**config.mk**
```make
export PLATFORM = sky130hd
export DESIGN_NAME = kbd_led_cmd
export DESIGN_NICKNAME = d
export VERILOG_FILES = /design/src/rtl/kbd_led_cmd.sv
export SDC_FILE = /design/constraint.sdc
export NUM_CORES = 1
export LEC_CHECK = 0
export BUFFER_PORTS_ARGS = -buffer_cell sky130_fd_sc_hd__buf_2
export CELL_PAD_IN_SITES_DETAIL_PLACEMENT = 0
export CELL_PAD_IN_SITES_GLOBAL_PLACEMENT = 1
export CORE_UTILIZATION = 40
export CTS_CLUSTER_SIZE = 20
export DETAILED_ROUTE_END_ITERATION = 10
export PLACE_DENSITY = 0.73
export SETUP_SLACK_MARGIN = 0.5
export SYNTH_ARGS = -nofsm -noshare
export SYNTH_HDL_FRONTEND = slang
export SYNTH_SLANG_ARGS = --single-unit
```
**constraint.sdc**
```tcl
create_clock -name clk -period 2.4 [get_ports clk]
set_clock_uncertainty 0.15 [all_clocks]
set_input_delay 0.36 -clock clk [delete_from_list [all_inputs] [get_ports clk]]
set_output_delay 0.36 -clock clk [all_outputs]
set_load 0.02 [all_outputs]
```
**src/rtl/kbd_led_cmd.sv**
```systemverilog
module kbd_led_cmd #(
  parameter int INHIBIT_CYC = 5000,
  parameter int REPLY_CYC   = 1000000
) (
  input  logic       clk,
  input  logic       rst_n,
  input  logic       req,
  input  logic [2:0] led_val,
  input  logic       ps2_clk_in,
  input  logic       ps2_dat_in,
  input  logic       rx_valid,
  input  logic [7:0] rx_byte,
  output logic       ps2_clk_oe,
  output logic       ps2_dat_oe,
  output logic       busy,
  output logic       done,
  output logic       err
);
  localparam int TMAX = (REPLY_CYC > INHIBIT_CYC) ? REPLY_CYC : INHIBIT_CYC;
  localparam int TW   = $clog2(TMAX + 1);
  localparam logic [7:0] CMD_SET = 8'hED;
  localparam logic [7:0] KB_ACK  = 8'hFA;

  typedef enum logic [2:0] {S_IDLE, S_HOLD, S_START, S_SEND, S_WAIT} st_t;

  st_t         st;
  logic [2:0]  ck_sy;
  logic [1:0]  dt_sy;
  logic [TW-1:0] tmr;
  logic [9:0]  sh;
  logic [3:0]  nbit;
  logic        second;
  logic [2:0]  mask;
  logic        fall;
  logic [7:0]  led_byte;

  assign fall     = ck_sy[2] & ~ck_sy[1];
  assign busy     = (st != S_IDLE);
  assign led_byte = {5'b0, mask};

  always_ff @(posedge clk) begin
    if (!rst_n) begin
      st         <= S_IDLE;
      ck_sy      <= '1;
      dt_sy      <= '1;
      tmr        <= '0;
      sh         <= '0;
      nbit       <= '0;
      second     <= 1'b0;
      mask       <= '0;
      ps2_clk_oe <= 1'b0;
      ps2_dat_oe <= 1'b0;
      done       <= 1'b0;
      err        <= 1'b0;
    end else begin
      done  <= 1'b0;
      err   <= 1'b0;
      ck_sy <= {ck_sy[1:0], ps2_clk_in};
      dt_sy <= {dt_sy[0], ps2_dat_in};
      case (st)
        S_IDLE: begin
          ps2_clk_oe <= 1'b0;
          ps2_dat_oe <= 1'b0;
          if (req) begin
            mask       <= led_val;
            second     <= 1'b0;
            sh         <= {1'b1, ~^CMD_SET, CMD_SET};
            nbit       <= '0;
            tmr        <= '0;
            ps2_clk_oe <= 1'b1;
            st         <= S_HOLD;
          end
        end
        S_HOLD: begin
          tmr <= tmr + TW'(1);
          if (tmr == TW'(INHIBIT_CYC - 1)) begin
            ps2_dat_oe <= 1'b1;
            st         <= S_START;
          end
        end
        S_START: begin
          ps2_clk_oe <= 1'b0;
          tmr        <= '0;
          st         <= S_SEND;
        end
        S_SEND: begin
          tmr <= tmr + TW'(1);
          if (tmr == TW'(REPLY_CYC - 1)) begin
            ps2_dat_oe <= 1'b0;
            err        <= 1'b1;
            st         <= S_IDLE;
          end else if (fall) begin
            if (nbit == 4'd10) begin
              ps2_dat_oe <= 1'b0;
              if (dt_sy[1]) begin
                err <= 1'b1;
                st  <= S_IDLE;
              end else if (second) begin
                done <= 1'b1;
                st   <= S_IDLE;
              end else begin
                tmr <= '0;
                st  <= S_WAIT;
              end
            end else begin
              ps2_dat_oe <= ~sh[0];
              sh         <= sh >> 1;
              nbit       <= nbit + 4'd1;
            end
          end
        end
        S_WAIT: begin
          tmr <= tmr + TW'(1);
          if (rx_valid && rx_byte == KB_ACK) begin
            second     <= 1'b1;
            sh         <= {1'b1, ~^led_byte, led_byte};
            nbit       <= '0;
            tmr        <= '0;
            ps2_clk_oe <= 1'b1;
            st         <= S_HOLD;
          end else if (tmr == TW'(REPLY_CYC - 1)) begin
            err <= 1'b1;
            st  <= S_IDLE;
          end
        end
        default: st <= S_IDLE;
      endcase
    end
  end
endmodule

```
==> metrics, run 1 <==
# setup viols final 0; maximum clock frequency approximately 0.43 GHz; synthesized netlist cell count 303; routed len/inst around 16 µm; Fin Hold WS between 60 and 70 ps; Area contributors post-synth dfxtp_1 (38%), nor2_1 (5.1%), xnor2_1 (4.7%), a21oi_1 (3.3%), o21ai_0 (3.1%); Clock Root Buffer clkbuf_8; Iter 0 DRT Violations 81; drt first pass iters 4; drt total wl 6.915 mm; Max IR drop VDD 0.0003671 V; share of cells above drive strength 1 a little under two fifths; Die ar. roughly 7000 µm²; area grow syn2layout 35.55%; total power approximately 2.2 mW; initial core utilization 41.20%; CP Capture Type register; number of remaining DRC errors 0; post-synth top area share between 30 and 40%; clock sinks 50; Mapped Avg Cell Area between 8 and 9 µm²; I/O pins 22; CTS Hold Buffers Added 0; Post-synth ARST share 0%; FF+latch count, synth 50; via count between 2000 and 2500; final slew viol count 0; ANT cells 0; Crit Path Class register to register; CP startpoint kind register; min cycle time layout approximately 2300 ps; sequential standard cell area around 1000 µm²; CP required ~2500 ps; Mapped Nets roughly 320; Core ar. 6314 µm²; critical path's slowest cell or4b_4; Synth cell types 57; commonest non-fill, non-tap cell in the layout dfxtp_1; pwr dens roughly 620 nW/µm²; Ys Warns 0; multi-input logic area between 1500 and 2000 µm²; most frequent cells in the layout dfxtp_1 (44), buf_4 (39), nor2_1 (31); fin area about 3500 µm²; initial antenna violation count 0; CTS Buf Count 5; Static Leak approximately 1.2 nW; RD Place Congestion between 0.7 and 0.8; Nets 383; Crit path largest cell delay ~460 ps; crit-path cells ha_4 > or4b_4 > or3_4 > nor3_4 > buf_6 > nor2_4 > o221a_2; status complete, no violations; Hold Path Class primary input to register; cell taking the most area after synthesis dfxtp_1; vias in the first global route roughly 2300; first-pass GRT wire length 11.10 mm; largest net degree at the start of global routing 20; number of flops mapped to enable cells by yosys 0; worst-skew pair later-pin latency roughly 320 ps; Fillers roughly 600; total track usage between 20% and 30%; ys flop type dfxtp_1; Longest Clk Path Bufs 2; RSZ-0062 raised after global routing yes; Die W between 80 and 90 µm; max-cap viol count 0; Max FO, Critical Path 7; final hold vios 0; CTS tree done; setup TNS 0 ps; H-tree lvl count 2; via/cell ratio approximately 5.6; post-route ant nets 0; PortBufs 21; Post-Synthesis Cell Area roughly 2600 µm²; Slew Limit Headroom a little under three fifths; row count 29; utilization after layout 55.85%; height of the die around 83 µm; register area share after synthesis 38.48%; hpwl dp 4.749 mm; Cell Area, Placed approximately 3000 µm²; clock slew at reported path FFs 100 ps; GR Overflow Total 0; CP arrival 2380 ps; crit share post-route roughly 96%; Worst-Margin Slew about 650 ps
## area by class of cell
type | instances | area share, %
Multi-Input combinational cell | 229 | 49.15
Sequential cell | 50 | 28.89
Timing Repair Buffer | 71 | 15.29
Tap cell | 77 | 2.732
Clock buffer | 5 | 1.952
Clock inverter | 3 | 1.348
Inverter | 6 | 0.6388
## metal layers
metal  wire length, µm  up-vias  track usage [%]  part of all wire (%)
li1                  -     1237                -                     -
met1              3180     1194            27.37                    46
met2              3464       42            37.46                    50
met3               174        8            3.736                   2.5
met4                97        0            7.414                   1.4
met5                 0        -                0                     0
## cells in the mapped netlist, drive strengths merged, types with 3 or more instances
cell type	instances
nand3b	3
o2111ai	4
nor2	36
inv	5
dfxtp	50
mux2i	5
buf	3
and2	7
o21ai	17
a22oi	4
o221a	5
nor4	10
o21bai	3
o31ai	3
nor3	10
nand2b	8
clkbuf	15
nand4	8
nand2	19
and3	3
xnor2	14
nand3	9
nand4b	3
ha	3
or4	6
xor2	4
a21oi	17
o32a	3
## repair_timing
item | 4_1_cts | 5_1_grt
setup endpoints to repair | 41 | 41
pin swaps | 5 | 15
setup buffers | 9 | 7
gates resized for setup | 32 | 32
## logic make-up (layout without fill, tap and decap cells)
group	Yosys count	count (layout)	share of synthesized area, %
xor+xnor	18	18	6.061
compound gates	69	69	18.85
buf+inv	24	85	4.329
flops	50	50	38.48
simple gates	134	134	28.91
fa+ha+maj	3	3	1.443
mux	5	5	1.924
## power by group
part / internal (mW) / switching [mW]
logic: 0.265 / 0.330
registers: 0.903 / 0.0604
clock network: 0.318 / 0.311
total: 1.49 / 0.701
## worst max-delay path: cells and delay by family (launching register included)
family	cells	cell delay (ps)
adder cells (fa/ha/maj)	1	130
AO/OA/AOI/OAI	1	270
AND/OR/NAND/NOR	4	1100
buffers and inverters	1	180
flip-flops	1	380
## metrics by stage
stage	setup slack, ps	instances
floorplan	153.3	303
global placement	73.16	417
detailed placement	29.04	417
CTS	156.4	434
global route	64.80	441
finish	94.57	441
## registers in the layout (all words and copies together) (netlist names)
register    flops
second          1
sh             10
err             1
tmr            20
mask            3
done            1
dt_sy           2
ps2_clk_oe      1
ps2_dat_oe      1
ck_sy           3
nbit            4
st              3
## path summary, 6_finish.rpt
check,from,end,slack [ps],cells past startpoint
worst max register to register,tmr[0],sh[0],90,7
worst min register to register,ck_sy[0],ck_sy[1],270,1
worst min-delay path,ps2_dat_in,dt_sy[0],70,2
worst max-delay path,tmr[0],sh[0],90,7
(Power assumes the default switching activity.)
==> run 2, diff against run 1 <==
--- a/config.mk
+++ b/config.mk
@@ -5,13 +5,15 @@
 export SDC_FILE = /design/constraint.sdc
 export NUM_CORES = 1
 export LEC_CHECK = 0
+export ABC_AREA = 1
 export BUFFER_PORTS_ARGS = -buffer_cell sky130_fd_sc_hd__buf_2
 export CELL_PAD_IN_SITES_DETAIL_PLACEMENT = 0
 export CELL_PAD_IN_SITES_GLOBAL_PLACEMENT = 1
-export CORE_UTILIZATION = 40
+export CORE_UTILIZATION = 38
 export CTS_CLUSTER_SIZE = 20
 export DETAILED_ROUTE_END_ITERATION = 10
-export PLACE_DENSITY = 0.73
+export HOLD_SLACK_MARGIN = 0.1
+export PLACE_DENSITY = 0.74
 export SETUP_SLACK_MARGIN = 0.5
 export SYNTH_ARGS = -nofsm -noshare
 export SYNTH_HDL_FRONTEND = slang
==> run 2 against run 1 <==
Area after synthesis grew 14%. Synthesized cell count grew 53%. Sequential power grew 20%. Largest cell class unchanged.
==> metrics, run 2 <==
status complete, no violations (unchanged); leading registers by flop count tmr: 20 flops, sh: 10 flops, nbit: 4 flops (unchanged); drt first pass iters 5 (was 4); min cycle time layout 1778 ps (was 2305 ps); final hold vios 0 (unchanged); Setup WS pre-CTS 317.6 ps (was 29.04 ps); number of flops mapped to enable cells by yosys 0 (unchanged); Max FO, Critical Path 6 (was 7); Most common cell on crit path nand2_1; via/cell ratio 4.844 (was 5.626); clock slew at reported path FFs 110 ps (was 100 ps); synthesized netlist cell count 463 (was 303); hpwl dp 5.302 mm (was 4.749 mm); Nets 517 (was 383); first-pass GRT wire length 12.36 mm (was 11.10 mm); Die W 90.25 µm (was 82.64 µm); Max IR drop VDD 0.0004634 V (was 0.0003671 V); fin area 3488 µm² (was 3526 µm²); CP required 2470 ps (about the same); CP arrival 1840 ps (was 2380 ps); largest net degree at the start of global routing 22 (was 20); crit share post-route 74.07% (was 96.06%); Area contributors post-synth dfxtp_1 (34%), nand2_1 (17%), nor2_1 (8.8%), inv_1 (7.1%), a21oi_1 (4.7%) (was dfxtp_1 (38%), nor2_1 (5.1%), xnor2_1 (4.7%), a21oi_1 (3.3%), o21ai_0 (3.1%)); Longest Clk Path Bufs 2 (unchanged); H-tree lvl count 2 (unchanged); routed len/inst 12.68 µm (was 15.68 µm); CP Capture Type register (unchanged); post-synth top area share 33.83% (was 38.48%); Crit path largest cell delay 390 ps (was 460 ps); register area share after synthesis 33.83% (was 38.48%); CP startpoint kind register (unchanged); global-route track usage on met1 27.73% (was 27.37%); pwr dens 936.1 nW/µm² (was 620.6 nW/µm²); share of cells above drive strength 1 21.89% (was 37.36%); Cell Area, Placed 3164 µm² (was 3042 µm²); largest reg by FF count tmr (unchanged); total track usage 18.57% (was 21.81%); I/O pins 22 (unchanged); cell taking the most area after synthesis dfxtp_1 (unchanged); ANT cells 0 (unchanged); utilization after layout 47.09% (was 55.85%); Mapped Avg Cell Area 6.391 µm² (was 8.585 µm²); via count 2892 (was 2481); row count 31 (was 29); commonest cells in the netlist nand2_1 (133), nor2_1 (69), inv_1 (56) (was dfxtp_1 (50), nor2_1 (35), nand2_1 (19)); Mapped Nets 483 (was 323); max reg flops 20 (unchanged); count leader, synth nand2_1 (was dfxtp_1); initial core utilization 39.94% (was 41.20%); max-cap viol count 0 (unchanged); maximum clock frequency 0.5626 GHz (was 0.4338 GHz); vias in the first global route 2573 (was 2330); Slew Limit Headroom 73.83% (was 56.28%); clock sinks 50 (unchanged); setup TNS 0 ps (unchanged); RD Place Congestion 0.8788 (was 0.7925); met3 GRT Util 2.369% (was 3.736%); Ys Warns 0 (unchanged); initial antenna violation count 0 (unchanged); worst-skew pair later-pin latency 310 ps (was 320 ps); final slew viol count 0 (unchanged); crit-path cells ha_4 > nand2_1 > inv_2 > nand3_2 > inv_2 > nand3b_4 > nand2_4 > nand2_1 > nor2_4 > nand2_1 > nand2_1 > nor2_1 (was ha_4 > or4b_4 > or3_4 > nor3_4 > buf_6 > nor2_4 > o221a_2); Synth cell types 37 (was 57); busiest grt layer met2 (unchanged); most frequent cells in the layout nand2_1 (129), nor2_1 (64), inv_1 (52) (was dfxtp_1 (44), buf_4 (39), nor2_1 (31)); critical path's slowest cell dfxtp_4 (was or4b_4); Core ar. 7408 µm² (was 6314 µm²); Clock Root Buffer clkbuf_8 (unchanged); number of remaining DRC errors 0 (unchanged); crit path setup slack, layout 622.4 ps (was 94.57 ps); Post-synth ARST share 0% (unchanged); CTS tree done (unchanged); grt met2 use 27.86% (was 37.46%); # setup viols final 0 (unchanged); Worst-Margin Slew 390.7 ps (was 651.8 ps); Post-Synthesis Cell Area 2959 µm² (was 2601 µm²); Fin Hold WS 175.8 ps (was 66.29 ps); drt total wl 7.569 mm (was 6.915 mm); area grow syn2layout 17.89% (was 35.55%); Hold Path Class primary input to register (unchanged); commonest non-fill, non-tap cell in the layout nand2_1 (was dfxtp_1); Iter 0 DRT Violations 163 (was 81); post-route ant nets 0 (unchanged); height of the die 90.25 µm (was 82.64 µm); ys flop type dfxtp_1 (unchanged); Crit Path Class register to register (unchanged); PortBufs 21 (unchanged); FF+latch count, synth 50 (unchanged); Static Leak 1.545 nW (was 1.236 nW); CTS Buf Count 5 (unchanged); Die ar. 8144 µm² (was 6829 µm²); RSZ-0062 raised after global routing yes (unchanged); GR Overflow Total 0 (unchanged)
==> run 2: cell count changes in the layout (fill, tap and decap cells not counted), moves of 8 or more <==
cell,change
nand2_1,+110
inv_1,+47
nor2_1,+33
buf_4,-28
nand3_1,+17
a21oi_1,+14
xnor2_1,-12
nor2_2,+11
dfxtp_2,+10
o21ai_0,+10
dfxtp_1,-9
buf_6,-8
nand2b_1,-8
==> run 2: layer usage <==
| metal | vias to the layer above | routed length (µm) |
|---|---|---|
| met2 | 61 | 3098 |
| met3 | 6 | 251 |
| li1 | 1522 | - |
| met5 | - | 0 |
| met4 | 0 | 65 |
| met1 | 1303 | 4154 |
==> run 2: worst paths after layout <==
kind,startpoint,endpoint,slack (ps),cells after the start
worst max register to register,tmr[0],st[2],620,12
worst min register to register,ck_sy[0],ck_sy[1],270,1
worst max-delay path,tmr[0],st[2],620,12
worst min-delay path,led_val[2],mask[2],180,3
==> run 2: logic make-up after synthesis <==
| family | count (synthesis) | synth area share [%] |
|---|---|---|
| xor+xnor | 13 | 3.848 |
| flops | 50 | 33.83 |
| compound gates | 55 | 10.57 |
| simple gates | 273 | 40.76 |
| fa+ha+maj | 3 | 1.269 |
| buf+inv | 69 | 9.725 |
==> run 2: what timing repair did <==
| action | in CTS | in global routing |
|---|---|---|
| setup endpoints to repair | 34 | 37 |
| hold endpoints to repair | 2 | 0 |
| gates cloned | 0 | 2 |
| pin swaps | 0 | 5 |
| hold buffers | 2 | 0 |
| gates resized for setup | 8 | 40 |
| setup buffers | 1 | 6 |
==> run 2: where the power goes <==
group	leakage, nW	total [mW]	internal [mW]	switching (mW)
Clock	0.0506	0.550	0.219	0.331
Combinational	1.08	1.56	0.531	1.03
Sequential	0.417	1.16	1.01	0.144
==> run 2: layout make-up <==
| type | count | area (µm²) |
|---|---|---|
| fill | 770 | 3920 |
| timing repair buffer | 35 | 219.0 |
| tap | 99 | 123.9 |
| inverter | 59 | 226.5 |
| clock buffer | 5 | 68.82 |
| sequential | 50 | 1027 |
| clock inverter | 3 | 28.78 |
| multi-input combinational | 346 | 1794 |
==> run 2: worst max-delay path, delay by kind of cell (launching register included) <==
kind,cells,cell delay [ps]
AND/OR/NAND/NOR,9,820
buffers and inverters,2,180
adder cells (fa/ha/maj),1,140
flip-flops,1,390
==> run 2: metrics by stage <==
| step | power [mW] | std cells |
|---|---|---|
| after CTS | 3.102 | 589 |
| after detailed placement | 2.498 | 578 |
| after global routing | 3.531 | 597 |
| after floorplan | 2.242 | 463 |
| after global placement | 2.492 | 578 |
| final | 3.266 | 597 |
==> run 3, diff against run 2 <==
--- a/config.mk
+++ b/config.mk
@@ -5,15 +5,15 @@
 export SDC_FILE = /design/constraint.sdc
 export NUM_CORES = 1
 export LEC_CHECK = 0
-export ABC_AREA = 1
+export ABC_AREA = 0
 export BUFFER_PORTS_ARGS = -buffer_cell sky130_fd_sc_hd__buf_2
 export CELL_PAD_IN_SITES_DETAIL_PLACEMENT = 0
 export CELL_PAD_IN_SITES_GLOBAL_PLACEMENT = 1
-export CORE_UTILIZATION = 38
+export CORE_UTILIZATION = 40
 export CTS_CLUSTER_SIZE = 20
 export DETAILED_ROUTE_END_ITERATION = 10
 export HOLD_SLACK_MARGIN = 0.1
-export PLACE_DENSITY = 0.74
+export PLACE_DENSITY = 0.73
 export SETUP_SLACK_MARGIN = 0.5
 export SYNTH_ARGS = -nofsm -noshare
 export SYNTH_HDL_FRONTEND = slang
==> constraint.sdc (replaced) <==
create_clock -name clk -period 1.6 [get_ports clk]
set_clock_uncertainty 0.15 [all_clocks]
set_input_delay 0.24 -clock clk [delete_from_list [all_inputs] [get_ports clk]]
set_output_delay 0.24 -clock clk [all_outputs]
set_load 0.02 [all_outputs]
==> run 3 against run 2 <==
The flow now finishes with violations (setup timing). Utilization up 15 points. Largest power group is now sequential cells. Combinational power down 28%. Critical path depth down 5. Cell count down 19%. Sequential share of layout area down 3.3 points.
==> metrics, run 3 (same netlist as run 1, synthesis figures left out) <==
status finished with violations (was complete, no violations); failing checks setup timing; NetSw 1.164 mW (was 1.503 mW); CP Capture Type register (unchanged); initial antenna violation count 0 (unchanged); GR Overflow Total 0 (unchanged); total track usage 24.17% (was 18.57%); Critical path origin tmr[0] (unchanged); post-route ant nets 0 (unchanged); max-cap viol count 0 (unchanged); clock share of power 24.1% (was 16.8%); max reg flops 20 (unchanged); Fin Hold WS 191.9 ps (was 175.8 ps); Static Leak 1.437 nW (was 1.545 nW); commonest non-fill, non-tap cell in the layout buf_4 (was nand2_1); worst r2r path cells 7 (was 12); Worst-Margin Slew 778.7 ps (was 390.7 ps); area grow syn2layout 49.78% (was 17.89%); slack of the worst reg-to-reg path -670 ps (was 620 ps); Crit Path Class register to register (unchanged); pwr dens 869.8 nW/µm² (was 936.1 nW/µm²); first-pass GRT wire length 12.36 mm (unchanged); Sw Share 34.36% (was 46.01%); Clock Root Buffer clkbuf_8 (unchanged); CTS Buf Count 5 (unchanged); via count 2694 (was 2892); Nets 427 (was 517); final hold vios 0 (unchanged); RR Endpoint st[0] (was st[2]); Cell Area, Placed 3359 µm² (was 3164 µm²); total power 3.389 mW (was 3.266 mW); Max FO, Critical Path 8 (was 6); CP arrival 2360 ps (was 1840 ps); clock slew at reported path FFs 110 ps (about the same); PortBufs 21 (unchanged); final slew viol count 0 (unchanged); Hold Path Stages 2 (was 3); non-filler cells, final 485 (was 597); RSZ-0062 raised after global routing yes (unchanged); Reg power frac 42.9% (was 35.4%); fin area 3896 µm² (was 3488 µm²); initial core utilization 41.20% (was 39.94%); Gate power share 33.0% (was 47.7%); crit path setup slack, layout -666.1 ps (was 622.4 ps); largest reg by FF count tmr (unchanged); Worst Hold End ck_sy[0] (was mask[2]); Hold Path Class primary input to register (unchanged); most frequent cells in the layout buf_4 (72), dfxtp_1 (40), nor2_1 (32) (was nand2_1 (129), nor2_1 (64), inv_1 (52)); I/O pins 22 (unchanged); clock sinks 50 (unchanged); Slew Limit Headroom 48.09% (was 73.83%); Die ar. 6829 µm² (was 8144 µm²); Setup WS pre-CTS -681.7 ps (was 317.6 ps); CTS tree done (unchanged); maximum clock frequency 0.4413 GHz (was 0.5626 GHz); height of the die 82.64 µm (was 90.25 µm); Iter 0 DRT Violations 145 (was 163); Internal 2.224 mW (was 1.763 mW); worst-skew pair later-pin latency 310 ps (about the same); hold_sp rst_n (was led_val[2]); ANT cells 0 (unchanged); Die W 82.64 µm (was 90.25 µm); largest net degree at the start of global routing 20 (was 22); number of cells after detailed placement 462 (was 578); CP required 1690 ps (was 2470 ps); H-tree lvl count 2 (unchanged); drt total wl 7.716 mm (was 7.569 mm); leading registers by flop count tmr: 20 flops, sh: 10 flops, nbit: 4 flops (unchanged); min cycle time layout 2266 ps (was 1778 ps); hpwl dp 5.142 mm (was 5.302 mm); share of cells above drive strength 1 44.36% (was 21.89%); r2r startpoint tmr[0] (unchanged); crit share post-route 141.6% (was 74.07%); number of remaining DRC errors 0 (unchanged); RD Place Congestion 0.8049 (was 0.8788); # setup viols final 45 (was 0); via/cell ratio 5.555 (was 4.844); Longest Clk Path Bufs 2 (unchanged); routed len/inst 15.91 µm (was 12.68 µm); vias in the first global route 2518 (was 2573); CP startpoint kind register (unchanged); drt first pass iters 4 (was 5); Max IR drop VDD 0.0006057 V (was 0.0004634 V); Core ar. 6314 µm² (was 7408 µm²); row count 29 (was 31)
run 3: cell count changes in the layout (fill, tap and decap cells not counted), sizes merged, moves of 12 or more:
cell and change:
nor2 -46, xnor2 +12, nand3 -18, inv -52, nand2 -123, a21oi -12, buf +74
run 3: worst max path at each step:
stage	to	slack, ps
after global placement	tmr[13]	-640
final	st[0]	-670
after global routing	tmr[9]	-740
after CTS	sh[0]	-630
after floorplan	tmr[0]	-650
after detailed placement	tmr[12]	-680
run 3: repair_timing:
item                       in CTS  in global routing
hold endpoints to repair        5                  0
gates cloned                    3                  1
setup endpoints to repair      50                 50
setup buffers                   5                  1
hold buffers                    5                  0
gates resized for setup        71                 12
pin swaps                      29                 13
run 3: power groups by stage:
stage                     Combinational (mW)  Clock (mW)  Sequential, mW
after global placement                 0.843           0            1.46
final                                   1.12       0.818            1.45
after global routing                    1.21       0.877            1.47
after detailed placement               0.851           0            1.46
after CTS                               1.06       0.826            1.44
after floorplan                        0.533           0            1.46
run 3: final cells by class:
type                            instances  area (µm²)
Clock inverter                          3       26.28
Fill cell                             569        2417
Clock buffer                            5       68.82
Timing Repair Buffer                  112       893.4
Sequential cell                        50        1018
Inverter                                6       22.52
Multi-Input combinational cell        232        1770
Tap cell                               77       96.34
run 3: critical path: stages (launching register included):
cell and delay, ps:
dfxtp_4 370, ha_4 130, or4b_4 460, or3_4 370, buf_6 170, o21a_1 180
a21oi_2 150, mux2i_1 220
run 3: through the flow:
step	utilization [%]	TNS [ps]
2_1_floorplan	-	-22300
3_3_place_gp	53.21	-23730
3_5_place_dp	53.21	-25120
4_1_cts	60.42	-22340
5_1_grt	61.71	-26920
6_report	61.71	-23330
run 3: per-layer routing:
| layer | GRT usage, % | share of wire [%] | vias up |
|---|---|---|---|
| li1 | - | - | 1341 |
| met2 | 37.30 | 45 | 35 |
| met3 | 3.736 | 2.7 | 7 |
| met4 | 6.897 | 1.2 | 0 |
| met5 | 0 | 0 | - |
| met1 | 34.51 | 51 | 1311 |
